<file path="src/rtl/dmem_addr_pkg.sv">
package dmem_addr_pkg;

    typedef enum logic [1:0] {
        STEP_HOLD = 2'b00,
        STEP_INC  = 2'b01,
        STEP_DEC  = 2'b10,
        STEP_RSV  = 2'b11
    } step_e;

    typedef enum logic [1:0] {
        LD_NONE = 2'b00,
        LD_AUX  = 2'b01,
        LD_PTR  = 2'b10,
        LD_PAGE = 2'b11
    } ld_e;

endpackage

</file>
<file path="src/rtl/dag_ar_next.sv">
module dag_ar_next
    import dmem_addr_pkg::*;
#(
    parameter int AR_W  = 16,
    parameter int PTR_W = 1,
    parameter int IDX   = 0
) (
    input  logic [AR_W-1:0]  cur_val,
    input  logic [PTR_W-1:0] ptr_q,
    input  logic             upd_en,
    input  logic [1:0]       step_sel,
    input  logic             ld_hit,
    input  logic [AR_W-1:0]  ld_value,
    output logic [AR_W-1:0]  nxt_val
);
    localparam logic [PTR_W-1:0] MY_IDX = PTR_W'(IDX);
    localparam logic [AR_W-1:0]  ONE    = AR_W'(1);

    logic sel_me;
    assign sel_me = upd_en && (ptr_q == MY_IDX);

    always_comb begin
        nxt_val = cur_val;
        if (ld_hit) begin
            nxt_val = ld_value;
        end else if (sel_me) begin
            case (step_e'(step_sel))
                STEP_INC: nxt_val = cur_val + ONE;
                STEP_DEC: nxt_val = cur_val - ONE;
                default:  nxt_val = cur_val;
            endcase
        end
    end
endmodule

</file>
<file path="src/rtl/dag_addr_form.sv">
module dag_addr_form #(
    parameter int AR_W    = 16,
    parameter int ADDR_W  = 8,
    parameter int FIELD_W = 7
) (
    input  logic                      ind_mode,
    input  logic [ADDR_W-FIELD_W-1:0] page,
    input  logic [FIELD_W-1:0]        dir_field,
    input  logic [AR_W-1:0]           cur_ar,
    output logic [ADDR_W-1:0]         addr
);
    always_comb begin
        if (ind_mode) addr = cur_ar[ADDR_W-1:0];
        else          addr = {page, dir_field};
    end
endmodule

</file>
<file path="src/rtl/dag_range_chk.sv">
module dag_range_chk #(
    parameter int ADDR_W    = 8,
    parameter int RAM_WORDS = 144
) (
    input  logic [ADDR_W-1:0] addr,
    input  logic              valid,
    output logic              oor
);
    localparam int CMP_W = ADDR_W + 1;
    localparam logic [CMP_W-1:0] LIMIT = CMP_W'(RAM_WORDS);

    assign oor = valid && ({1'b0, addr} >= LIMIT);
endmodule

</file>
<file path="src/rtl/dmem_addr_gen.sv">
module dmem_addr_gen
    import dmem_addr_pkg::*;
#(
    parameter int AR_W      = 16,
    parameter int NUM_AR    = 2,
    parameter int ADDR_W    = 8,
    parameter int FIELD_W   = 7,
    parameter int RAM_WORDS = 144,
    localparam int PTR_W    = (NUM_AR > 1) ? $clog2(NUM_AR) : 1,
    localparam int PAGE_W   = ADDR_W - FIELD_W
) (
    input  logic               clk,
    input  logic               rst_n,
    input  logic               acc_en,
    input  logic               modify_en,
    input  logic               ind_mode,
    input  logic [FIELD_W-1:0] dir_field,
    input  logic [1:0]         step_sel,
    input  logic               ptr_chg,
    input  logic [PTR_W-1:0]   ptr_new,
    input  logic [1:0]         ld_kind,
    input  logic [PTR_W-1:0]   ld_sel,
    input  logic [AR_W-1:0]    ld_value,
    input  logic [PTR_W-1:0]   rd_sel,
    output logic [ADDR_W-1:0]  addr,
    output logic               addr_valid,
    output logic               addr_oor,
    output logic [AR_W-1:0]    rd_data,
    output logic               ar_nz,
    output logic [PTR_W-1:0]   ptr_o,
    output logic [PAGE_W-1:0]  page_o
);
    typedef struct packed {
        logic [PAGE_W-1:0]             page;
        logic [PTR_W-1:0]              ptr;
        logic [NUM_AR-1:0][AR_W-1:0]   ar;
    } state_t;

    state_t st_q, st_d;

    logic                          upd_en;
    logic [AR_W-1:0]               cur_ar;
    logic [NUM_AR-1:0][AR_W-1:0]   ar_nxt;

    assign upd_en = modify_en || (acc_en && ind_mode);
    assign cur_ar = st_q.ar[st_q.ptr];

    for (genvar gi = 0; gi < NUM_AR; gi++) begin : g_ar
        logic ld_hit;
        assign ld_hit = (ld_e'(ld_kind) == LD_AUX) && (ld_sel == PTR_W'(gi));
        dag_ar_next #(
            .AR_W  (AR_W),
            .PTR_W (PTR_W),
            .IDX   (gi)
        ) u_next (
            .cur_val  (st_q.ar[gi]),
            .ptr_q    (st_q.ptr),
            .upd_en   (upd_en),
            .step_sel (step_sel),
            .ld_hit   (ld_hit),
            .ld_value (ld_value),
            .nxt_val  (ar_nxt[gi])
        );
    end

    dag_addr_form #(
        .AR_W    (AR_W),
        .ADDR_W  (ADDR_W),
        .FIELD_W (FIELD_W)
    ) u_form (
        .ind_mode  (ind_mode),
        .page      (st_q.page),
        .dir_field (dir_field),
        .cur_ar    (cur_ar),
        .addr      (addr)
    );

    assign addr_valid = acc_en;

    dag_range_chk #(
        .ADDR_W    (ADDR_W),
        .RAM_WORDS (RAM_WORDS)
    ) u_range (
        .addr  (addr),
        .valid (addr_valid),
        .oor   (addr_oor)
    );

    always_comb begin
        st_d    = st_q;
        st_d.ar = ar_nxt;
        if (upd_en && ptr_chg) st_d.ptr = ptr_new;
        case (ld_e'(ld_kind))
            LD_PTR:  st_d.ptr  = ld_value[PTR_W-1:0];
            LD_PAGE: st_d.page = ld_value[PAGE_W-1:0];
            default: ;
        endcase
    end

    always_ff @(posedge clk or negedge rst_n) begin
        if (!rst_n) st_q <= '0;
        else        st_q <= st_d;
    end

    assign rd_data = st_q.ar[rd_sel];
    assign ar_nz   = |cur_ar;
    assign ptr_o   = st_q.ptr;
    assign page_o  = st_q.page;
endmodule

</file>
<file path="config.mk">
export PLATFORM = sky130hd
export DESIGN_NAME = dmem_addr_gen
export DESIGN_NICKNAME = d
export VERILOG_FILES = /design/src/rtl/dmem_addr_pkg.sv /design/src/rtl/dag_ar_next.sv /design/src/rtl/dag_addr_form.sv /design/src/rtl/dag_range_chk.sv /design/src/rtl/dmem_addr_gen.sv
export SDC_FILE = /design/constraint.sdc
export NUM_CORES = 1
export LEC_CHECK = 0
export BUFFER_PORTS_ARGS = -buffer_cell sky130_fd_sc_hd__buf_2
export CAP_MARGIN = 20
export CORE_UTILIZATION = 52
export DETAILED_ROUTE_END_ITERATION = 6
export GPL_ROUTABILITY_DRIVEN = 0
export PLACE_DENSITY = 0.78
export SLEW_MARGIN = 20
export SYNTH_ARGS = -nofsm -noshare
export SYNTH_HDL_FRONTEND = slang
export SYNTH_SLANG_ARGS = --single-unit
</file>
<file path="constraint.sdc">
create_clock -name clk -period 2.6 [get_ports clk]
set_input_delay 0.13 -clock clk [delete_from_list [all_inputs] [get_ports clk]]
set_output_delay 0.13 -clock clk [all_outputs]
set_load 0.005 [all_outputs]
</file>
Word level (Yosys, flattened, before mapping)

Index checks and enable logic that the tools add are counted.
W data, S select, Z words.

Logic and storage cells: 47
ROM bits: 0
Bits in latches: 0
Memories kept: 0
Register bits after elaboration: 34
Memory bits (writable): 0
Input bits: 36

Bitwise operators: 2
Magnitude comparators: 3
Shift operators: 0
Div/mod/pow operators: 0
Equal/unequal tests: 5
Reductions and logical operators: 16
Muxes and demuxes: 13
$add $sub $neg: 4
Multipliers: 0

Operator list:

| kind                    | number |
|---|---|
| $mux W16                | 8 |
| $pmux W16 S2            | 2 |
| $add A16 B1 Y16 const B | 2 |
| $sub A16 B1 Y16 const B | 2 |
| $reduce_or A16 Y1       | 1 |
| $ge A8 B8 Y1 const B    | 1 |
| $mux W8                 | 1 |
| $logic_and A1 B1 Y1     | 7 |
| $eq A2 B2 Y1 const B    | 3 |
| $reduce_bool A2 Y1      | 3 |
| $reduce_bool A3 Y1      | 2 |
| $eq A2 B1 Y1 const B    | 2 |
| $lt A1 B2 Y1 const B    | 2 |
| $reduce_and A2 Y1       | 2 |
| $mux W1                 | 2 |
| $not A1 Y1              | 2 |
| $logic_or A1 B1 Y1      | 1 |

Longest topological paths before layout

Gate-level depths: netlist of run 1.

Word-level depth: 5
Mapped depth: 14
Mapped depth without buffers: 9

Cells and area by module

Synthesis of run 1 repeated with hierarchy kept, for this count alone.

Cells, all modules: 542
Area total of the unflattened synthesis: 4395.5 um^2

Modules (own cells, without submodules):

| module                        | area an instance (um^2) | times used | cells an instance |
|---|---|---|---|
| dag_ar_next at g_ar[0].u_next | 1460.2                  | 1          | 222 |
| dmem_addr_gen                 | 1405.1                  | 1          | 88 |
| dag_ar_next at g_ar[1].u_next | 1388.8                  | 1          | 222 |
| dag_addr_form                 | 131.4                   | 1          | 9 |
| dag_range_chk                 | 10.0                    | 1          | 1 |

Worst setup path after synthesis of run 1

OpenSTA, ideal clock, no wires.

Path kind: in2reg
Start: in step_sel[0]
End: reg st_q[28] in the netlist's numbering
Cell stages on the path: 14
Data arrival time: 2.732 ns
Path slack: -0.214 ns
Buffers on the path: 5
Data required time: 2.518 ns
Path through: buf_6 -> nand2b_4 -> buf_6 -> buf_12 -> buf_4 -> buf_2 -> xnor2_1 -> ha_1 -> or3_1 -> a21oi_1 -> a2111oi_2 -> mux2_4 -> or3_1 -> a31oi_1

Longest elaborated chain between the ends: 4
Elaborated cells between the ends (all ways): 7
Those cells by class: 2 x eq/ne; 3 x mux; 2 x reduce/logical

Ends and longest elaborated chain:

| what                                                | RTL line             | RTL |
|---|---|---|
| from (decl)                                         | dmem_addr_gen.sv:18  | `input logic [1:0] step_sel,` |
| $eq A2 B2 Y1 / $eq A2 B1 Y1 (equally long branches) | dag_ar_next.sv:27    | `case (step_e'(step_sel))` |
| $pmux W16 S2                                        | dag_ar_next.sv:27    |  |
| $mux W16                                            | dag_ar_next.sv:26    | `end else if (sel_me) begin` |
| $mux W16                                            | dag_ar_next.sv:24    | `if (ld_hit) begin` |
| to (signal assigned)                                | dmem_addr_gen.sv:102 | `else st_q <= st_d;` |
| to (decl)                                           | dmem_addr_gen.sv:39  | `state_t st_q, st_d;` |

Several ways; a longest one is shown, not always the timed one. The select of a mux whose other input is x is not followed.
A chain may end at the register's enable or synchronous reset.

Worst setup path in the final report of run 1

Start: reg st_q[1] in the netlist's numbering
End: reg st_q[12] in the netlist's numbering

Longest elaborated chain between the ends: 4
Elaborated cells between the ends (all ways): 5
Those cells by class: 2 x add/sub; 3 x mux

Ends and longest elaborated chain:

| what                                                      | RTL line |
|---|---|
| $sub A16 B1 Y16 / $add A16 B1 Y16 (equally long branches) | dag_ar_next.sv:29, dag_ar_next.sv:28 |
| $pmux W16 S2 *                                            | dag_ar_next.sv:27 |
| $mux W16 *                                                | dag_ar_next.sv:26 |
| $mux W16 *                                                | dag_ar_next.sv:24 |

Mark *: on every way between the ends. The rest lies on a longest branch, timed or not. The select of a mux whose other input is x is not followed.

==> impl_metrics.json, run 1 <==
{
  "status": "finished, violations left",
  "violations": "design-rule violations",
  "io_buffers": 64,
  "cts_hold_buf": 1,
  "numCtsBuffers": 5,
  "cp_max_fo": 9,
  "ys_seq_area_frac": 0.235,
  "synth_top_family_by_area": "simple AND/OR/NAND/NOR gates",
  "synth_xor_area_frac": 0.0630,
  "row_count": 30,
  "nFillCells": 614,
  "rrSetupSlack_ps": 240,
  "synth_area_leaders": "dfrtp_1 24%, nor2_1 6.4%, a21oi_1 6.0%, mux2_2 5.0%, nand2_1 5.0%",
  "required_ps": 2780,
  "totalWireLength_um": 11400,
  "clock_latency_ps": 290,
  "cts_setup_buffers": 0,
  "final_max_slew_viol_count": 0,
  "muxShareOfSynthArea": 0.0900,
  "cts-root-buf": "clkbuf_8",
  "drc": 5,
  "fmax_mhz": 423,
  "grt_pass1_vias": 3602,
  "ys_types": 75,
  "arrival_ps": 2540,
  "setup_violations": 0,
  "whs_ps": 92.6,
  "yosysTopAreaCell": "dfrtp_1",
  "insertedDiodeCount": 0,
  "clock_sinks": 34,
  "yosys_warnings": 0,
  "synthCells": 471,
  "synth_seq_cells": 34,
  "initial_core_util": 0.535,
  "cp-end-kind": "flip-flop",
  "synth-simple-area-share": 0.304,
  "synth_compound_area_frac": 0.215,
  "fin_crit_ps": 2360,
  "dp_hpwl_um": 8330,
  "place_ws_ps": 213,
  "synth_ff_type": "dfrtp_1",
  "synth_edf_count": 0,
  "pin_count": 65,
  "die_h_um": 85.4,
  "async_flop_share": 1.00,
  "p_per_area_mw_per_mm2": 699,
  "min_path_cells": 3,
  "cts_resized": 0,
  "irDropWorstVdd_uv": 386,
  "vias": 3932,
  "nNetsFinal": 558,
  "drt_iter0_markers": 469,
  "htreeDepth": 2,
  "grt_max_degree": 35,
  "clk_pin_slew_ps": 80,
  "vias_per_cell": 6.55,
  "wl_per_cell_um": 19.0,
  "grt_antenna_before_repair": 0,
  "grtUsageTotal": 0.318,
  "p_leak_uw": 0.00154,
  "synthAdderAreaFrac": 0.00692,
  "slew_headroom": 0.450,
  "fin_crit_sh": 0.909,
  "synth_top_area_share": 0.235,
  "fin_area_mm2": 0.00401,
  "stdcell_count": 600,
  "fin_skew_ps": 9.66,
  "syn_area_mm2": 0.00361,
  "reg2reg_depth": 8,
  "drive_above_1_share": 0.248,
  "die_w_um": 85.4,
  "drv_cap": 0,
  "ant_nets": 0,
  "critPathKind": "reg2reg",
  "placed_area_mm2": 0.00393,
  "min_path_type": "in2reg",
  "synthToLayoutAreaGrowth_pct": 11.0,
  "synth.avg_cell_area_um2": 7.67,
  "coreArea_mm2": 0.00676,
  "finalHoldViolCount": 0,
  "start_kind": "flip-flop",
  "grt_pass1_wl_um": 18300,
  "place_inst": 592,
  "syn_nets": 509,
  "die_area_mm2": 0.00729,
  "layout_setup_ws_ps": 237,
  "cts_tree": "done",
  "worstMarginPinSlew_ps": 825,
  "final_common_cell": "buf_2",
  "clockBufferDepth": 2,
  "rsz0062_at_grt": "no",
  "firstDrtPassIters": 7,
  "grt-ovfl-total": 0,
  "final_cell_mix": "64 x buf_2, 62 x nor2_1, 48 x nand2_1"
}
-- kinds of logic after synthesis --
| family | Yosys count |
|---|---|
| AO/OA/AOI/OAI | 121 |
| adder cells (fa/ha/maj) | 2 |
| XOR/XNOR | 26 |
| multiplexers | 30 |
| AND/OR/NAND/NOR | 206 |
| flip-flops | 34 |
| buffers and inverters | 52 |
-- per-stage QoR --
stage                util  power, uW  TNS, ps
floorplan               -       1920    -53.4
global placement    0.581       2340        0
detailed placement  0.581       2380        0
CTS                 0.594       2770        0
global route        0.594       2980        0
finish              0.594       2810        0
-- layout make-up --
type,count,area (um^2),area share
Inverter,6,22.5,0.00561
Timing Repair Buffer,88,503,0.125
Clock buffer,7,76.3,0.0190
Multi-Input combinational cell,385,2460,0.613
Sequential cell,34,851,0.212
Tap cell,80,100,0.0250
-- layer usage --
metal  global-route usage  routed length, um
met1                0.439               4640
met2                0.502               5260
met3               0.0447               1080
met4                0.130                393
met5                    0                  0
-- registers in the layout (all words and copies together) (netlist names) --
register  cells
page_o        1
ptr_o         1
st_q         32
-- power breakdown --
group          switching, uW  internal, uW  total, uW
combinational            744           622       1370
sequential               380           680       1060
clock                    195           185        380
-- final timing paths --
path                                           from              endpoint
worst max-delay path            st_q[1]$_DFFE_PN0P_  st_q[12]$_DFFE_PN0P_
worst min-delay path                   ld_value[12]  st_q[12]$_DFFE_PN0P_
worst max register to register  st_q[1]$_DFFE_PN0P_  st_q[12]$_DFFE_PN0P_
worst min register to register   page_o$_DFFE_PN0N_    page_o$_DFFE_PN0N_
max in group asynchronous                     rst_n   st_q[1]$_DFFE_PN0P_
min in group asynchronous                     rst_n  st_q[26]$_DFFE_PN0P_
-- cells in the mapped netlist, types with 6 or more instances --
cell / instances
nor2_1: 62
nand2_1: 48
a21oi_1: 43
dfrtp_1: 34
o21ai_0: 26
clkbuf_1: 19
nand3_1: 17
mux2_2: 16
xnor2_1: 15
mux2i_1: 13
or3_1: 12
xor2_1: 11
buf_2: 10
nor3_1: 10
nand4_1: 9
a31oi_1: 8
nor4_1: 8
and2_1: 7
inv_1: 6
-- worst max-delay path, stage by stage, from the launching register on --
cell and delay, ps:
dfrtp_1 480, xnor2_1 260, ha_1 280, or3_1 130
a21oi_1 100, or4b_1 560, a21oi_1 240, xnor2_1 150
o21ai_1 70
Power figures use the tool's default switching activity.
==> run 2, diff against run 1 <==
--- a/config.mk
+++ b/config.mk
@@ -7,10 +7,12 @@
 export LEC_CHECK = 0
 export BUFFER_PORTS_ARGS = -buffer_cell sky130_fd_sc_hd__buf_2
 export CAP_MARGIN = 20
-export CORE_UTILIZATION = 52
+export CELL_PAD_IN_SITES_DETAIL_PLACEMENT = 1
+export CELL_PAD_IN_SITES_GLOBAL_PLACEMENT = 1
+export CORE_UTILIZATION = 38
 export DETAILED_ROUTE_END_ITERATION = 6
 export GPL_ROUTABILITY_DRIVEN = 0
-export PLACE_DENSITY = 0.78
+export PLACE_DENSITY_LB_ADDON = 0.1
 export SLEW_MARGIN = 20
 export SYNTH_ARGS = -nofsm -noshare
 export SYNTH_HDL_FRONTEND = slang
==> run 2 against run 1 <==
The run now ends clean. Register-to-register slack lost 30 ps. Utilization shrank 15 points. First-iteration DRC count shrank 76%. Combinational power grew 4%. Via count shrank 1.7%. Die area grew 36%. Global-route usage shrank 2.9 points. Flip-flop and latch count is the same. Largest power group unchanged.
==> impl_metrics.json, run 2 (synthesis gave the netlist of run 1 again) <==
{
  "status": "complete, no violations",
  "drive_above_1_share": 0.259,
  "p_leak_uw": 0.00158,
  "fin_area_mm2": 0.00413,
  "cts_hold_buf": 1,
  "irDropWorstVdd_uv": 276,
  "placed_area_mm2": 0.00402,
  "numCtsBuffers": 5,
  "largest_reg_flops": 32,
  "whs_ps": 91.3,
  "min_path_type": "in2reg",
  "initial_core_util": 0.391,
  "clockBufferDepth": 2,
  "cts_tree": "done",
  "die_w_um": 99.5,
  "final_max_slew_viol_count": 0,
  "nFillCells": 1186,
  "final_common_cell": "buf_2",
  "drc": 0,
  "synthToLayoutAreaGrowth_pct": 14.1,
  "htreeDepth": 2,
  "ant_nets": 0,
  "fmax_mhz": 418,
  "cts-root-buf": "clkbuf_8",
  "insertedDiodeCount": 0,
  "cts_setup_buffers": 0,
  "max_flop_register": "st_q",
  "nNetsFinal": 563,
  "critPathKind": "reg2reg",
  "drv_cap": 0,
  "die_area_mm2": 0.00991,
  "die_h_um": 99.5,
  "hold_start": "ld_value[4]",
  "worstMarginPinSlew_ps": 909,
  "critPathSlowestCell": "a2111oi_0",
  "drt_iter0_markers": 111,
  "cts_resized": 0,
  "setup_violations": 0,
  "vias": 3864,
  "cp-end-kind": "flip-flop",
  "max_stage_delay_ps": 590,
  "grt_max_degree": 35,
  "p_per_area_mw_per_mm2": 705,
  "arrival_ps": 2580,
  "rr_startpoint": "st_q[19]$_DFFE_PN0P_",
  "grt_antenna_before_repair": 0,
  "required_ps": 2790,
  "io_buffers": 64,
  "fin_total_pwr_uw": 2910,
  "slew_headroom": 0.394,
  "dp_hpwl_um": 10300,
  "grtUsageTotal": 0.289,
  "coreArea_mm2": 0.00924,
  "fin_crit_ps": 2390,
  "fin_crit_sh": 0.919,
  "crit_chain": "or2_2 -> or3_1 -> a2111oi_0 -> o221ai_1 -> a31o_1",
  "clk_pin_slew_ps": 80,
  "clock_sinks": 34,
  "wl_per_cell_um": 20.8,
  "fin_skew_ps": 8.27,
  "grt_pass1_wl_um": 22000,
  "vias_per_cell": 5.90,
  "totalWireLength_um": 13600,
  "clock_latency_ps": 290,
  "final_cell_mix": "64 x buf_2, 62 x nor2_1, 48 x nand2_1",
  "firstDrtPassIters": 4,
  "pin_count": 65,
  "start_kind": "flip-flop",
  "rsz0062_at_grt": "no",
  "cp_max_fo": 12,
  "finalHoldViolCount": 0,
  "row_count": 35,
  "crit_start": "st_q[19]$_DFFE_PN0P_",
  "grt_pass1_vias": 3955,
  "grt-ovfl-total": 0
}
## run 2: final timing paths
kind                       depth (start not counted)  slack [ps]              endpoint
max                                                5         210  st_q[31]$_DFFE_PN0P_
min                                                3          90   st_q[4]$_DFFE_PN0P_
max reg2reg                                        5         210  st_q[31]$_DFFE_PN0P_
min reg2reg                                        1         590    page_o$_DFFE_PN0N_
max in group asynchronous                          2        1510   st_q[6]$_DFFE_PN0P_
min in group asynchronous                          2         500  st_q[30]$_DFFE_PN0P_
## run 2: worst max-delay path: cells and delay by family, from the launching register on
| kind | cells | cell delay [ps] |
|---|---|---|
| flip-flops | 1 | 550 |
| AND/OR/NAND/NOR | 2 | 680 |
| AO/OA/AOI/OAI | 3 | 1060 |
## run 2: final cells by class
type                       instances  area (um^2)  area share
multi-input combinational        385         2460       0.596
sequential                        34          851       0.206
timing repair buffer              93          541       0.131
tap                              129          161      0.0391
clock buffer                       7         86.3      0.0209
inverter                           6         22.5     0.00546
clock inverter                     1         5.00     0.00121
## run 2: metrics by stage
step,setup WS [ps],utilization,setup TNS (ps),cells
4_1_cts,212,0.446,0,655
5_1_grt,55.5,0.446,0,655
2_1_floorplan,-53.4,-,-53.4,471
3_5_place_dp,220,0.435,0,646
6_report,210,0.446,0,655
3_3_place_gp,201,0.435,0,646
## run 2: per-layer routing
layer,share of wire,GRT usage,vias up
met4,0.012,0.0656,0
met2,0.49,0.482,80
met1,0.46,0.403,1941
met5,0,0,-
met3,0.035,0.0281,14
li1,-,-,1829
## run 2: where the power goes
part           total [uW]  switching (uW)  internal [uW]
logic                1420             790            629
clock network         433             219            214
registers            1050             376            679
total                2910            1380           1520
==> run 3, diff against run 2 <==
--- a/config.mk
+++ b/config.mk
@@ -5,12 +5,12 @@
 export SDC_FILE = /design/constraint.sdc
 export NUM_CORES = 1
 export LEC_CHECK = 0
-export BUFFER_PORTS_ARGS = -buffer_cell sky130_fd_sc_hd__buf_2
 export CAP_MARGIN = 20
 export CELL_PAD_IN_SITES_DETAIL_PLACEMENT = 1
 export CELL_PAD_IN_SITES_GLOBAL_PLACEMENT = 1
-export CORE_UTILIZATION = 38
+export CORE_UTILIZATION = 43
 export DETAILED_ROUTE_END_ITERATION = 6
+export DONT_BUFFER_PORTS = 1
 export GPL_ROUTABILITY_DRIVEN = 0
 export PLACE_DENSITY_LB_ADDON = 0.1
 export SLEW_MARGIN = 20
==> run 3 against run 2 <==
The flow now finishes with violations (negative hold slack). Combinational power decreased by 7%. Flip-flop and latch count unchanged. Register-to-register slack improved by 30 ps. Fmax increased by 1.1%. Sequential share of layout area increased by 1.2 points. Clock skew increased by 3.7 ps. Die area decreased by 11%. Worst hold slack got worse by 94 ps. Critical path type unchanged. Critical endpoint is now st_q[28]$_DFFE_PN0P_.
==> impl_metrics.json, run 3 (synthesis gave the netlist of run 1 again) <==
{
  "clockPowerShare": 0.155,
  "cp_max_fo": 9,
  "final_common_cell": "nor2_1",
  "grt_max_degree": 35,
  "min_path_cells": 2,
  "nNetsFinal": 510,
  "max_stage_delay_ps": 500,
  "drive_above_1_share": 0.148,
  "totalWireLength_um": 13100,
  "cts_resized": 0,
  "die_h_um": 93.7,
  "swShare": 0.478,
  "wl_per_cell_um": 22.7,
  "cts-root-buf": "clkbuf_8",
  "initial_core_util": 0.442,
  "coreArea_mm2": 0.00818,
  "fin_total_pwr_uw": 2790,
  "vias_per_cell": 6.31,
  "worstMarginPinSlew_ps": 875,
  "cpLargestDelayFamily": "simple AND/OR/NAND/NOR gates",
  "vias": 3645,
  "drc": 0,
  "drv_cap": 0,
  "cp-end-kind": "flip-flop",
  "rr_startpoint": "st_q[27]$_DFFE_PN0P_",
  "rrSetupSlack_ps": 240,
  "status": "finished, violations left",
  "start_kind": "flip-flop",
  "firstDrtPassIters": 4,
  "grt_antenna_before_repair": 0,
  "finalHoldViolCount": 1,
  "clock_latency_ps": 300,
  "violations": "negative hold slack",
  "p_per_area_mw_per_mm2": 716,
  "fmax_mhz": 423,
  "ant_nets": 0,
  "whs_ps": -3.07,
  "fin_skew_ps": 11.9,
  "cts_tree": "done",
  "htreeDepth": 2,
  "seqPwrFrac": 0.374,
  "clockBufferDepth": 2,
  "drt_iter0_markers": 124,
  "p_sw_uw": 1330,
  "internal_power_uw": 1460,
  "clock_sinks": 34,
  "fin_crit_ps": 2360,
  "io_buffers": 0,
  "pin_count": 65,
  "insertedDiodeCount": 0,
  "critPathSlowestCell": "dfrtp_1",
  "pwr-share-comb": 0.471,
  "path_depth": 6,
  "irDropWorstVdd_uv": 354,
  "hold_start": "ld_value[11]",
  "min_to": "st_q[27]$_DFFE_PN0P_",
  "setup_violations": 0,
  "r2r-end": "st_q[28]$_DFFE_PN0P_",
  "synthToLayoutAreaGrowth_pct": 7.96,
  "die_w_um": 93.7,
  "slew_headroom": 0.415,
  "final_max_slew_viol_count": 0,
  "required_ps": 2810,
  "dp_hpwl_um": 9800,
  "reg2reg_depth": 6,
  "grt_pass1_vias": 3737,
  "row_count": 33,
  "die_area_mm2": 0.00878,
  "clk_pin_slew_ps": 80,
  "grtUsageTotal": 0.315,
  "max_flop_register": "st_q",
  "fin_crit_sh": 0.909,
  "final_cell_mix": "62 x nor2_1, 48 x nand2_1, 42 x a21oi_1",
  "critPathKind": "reg2reg",
  "arrival_ps": 2570,
  "cp_num_buf_inv": 0,
  "finish.utilization": 0.477,
  "min_path_type": "in2reg",
  "grt-ovfl-total": 0,
  "p_leak_uw": 0.00138,
  "crit_chain": "nor4b_1 -> a32oi_1 -> a2111oi_2 -> mux2_4 -> or3_1 -> a31oi_1",
  "numCtsBuffers": 5,
  "largest_reg_flops": 32,
  "rsz0062_at_grt": "no",
  "grt_pass1_wl_um": 20900
}
## run 3: cell types whose count changed in the layout (fill, tap and decap cells not counted), sizes merged
cell,previous run,this run
buf,92,26
dlygate4sd3,1,14
## run 3: what timing repair did
| item | 4_1_cts | 5_1_grt |
|---|---|---|
| hold endpoints to repair | 52 | 0 |
| hold buffers | 15 | 0 |
| setup buffers | 0 | 0 |
## run 3: power groups by stage
stage / combinational, uW / sequential (uW) / clock [uW]
after detailed placement: 1260 / 1040 / 0
after global placement: 1240 / 1030 / 0
after global routing: 1450 / 1080 / 460
after floorplan: 1120 / 799 / 0
final: 1320 / 1040 / 433
after CTS: 1310 / 1040 / 445
## run 3: cell type report
type,count,area [um^2]
Timing Repair Buffer,40,348
Fill cell,1005,4270
Multi-Input combinational cell,385,2460
Sequential cell,34,851
Inverter,6,22.5
Clock buffer,7,86.3
Tap cell,105,131
Clock inverter,1,5.00
## run 3: how the worst max path moves through the flow
stage / start / end / slack (ps)
after global placement: st_q[1]$_DFFE_PN0P_ / st_q[12]$_DFFE_PN0P_ / 340
after CTS: st_q[17]$_DFFE_PN0P_ / st_q[28]$_DFFE_PN0P_ / 240
after global routing: st_q[1]$_DFFE_PN0P_ / st_q[14]$_DFFE_PN0P_ / 40
after detailed placement: st_q[17]$_DFFE_PN0P_ / st_q[28]$_DFFE_PN0P_ / 250
after floorplan: step_sel[0] / st_q[28]$_DFFE_PN0P_ / -50
final: st_q[27]$_DFFE_PN0P_ / st_q[28]$_DFFE_PN0P_ / 240
## run 3: through the flow
step                setup TNS [ps]  worst slack [ps]  instance area (um^2)  std cells
floorplan                    -53.4             -53.4                  3630        471
global placement                 0               342                  3650        555
detailed placement               0               254                  3650        555
CTS                              0               239                  3900        578
global route                     0              42.9                  3900        578
finish                           0               237                  3900        578
## run 3: per-layer routing
metal	wire length [um]	global-route usage	share of wire
met1	5960	0.422	0.45
met2	6370	0.518	0.49
met3	450	0.0405	0.034
met4	334	0.109	0.025
met5	0	0	0
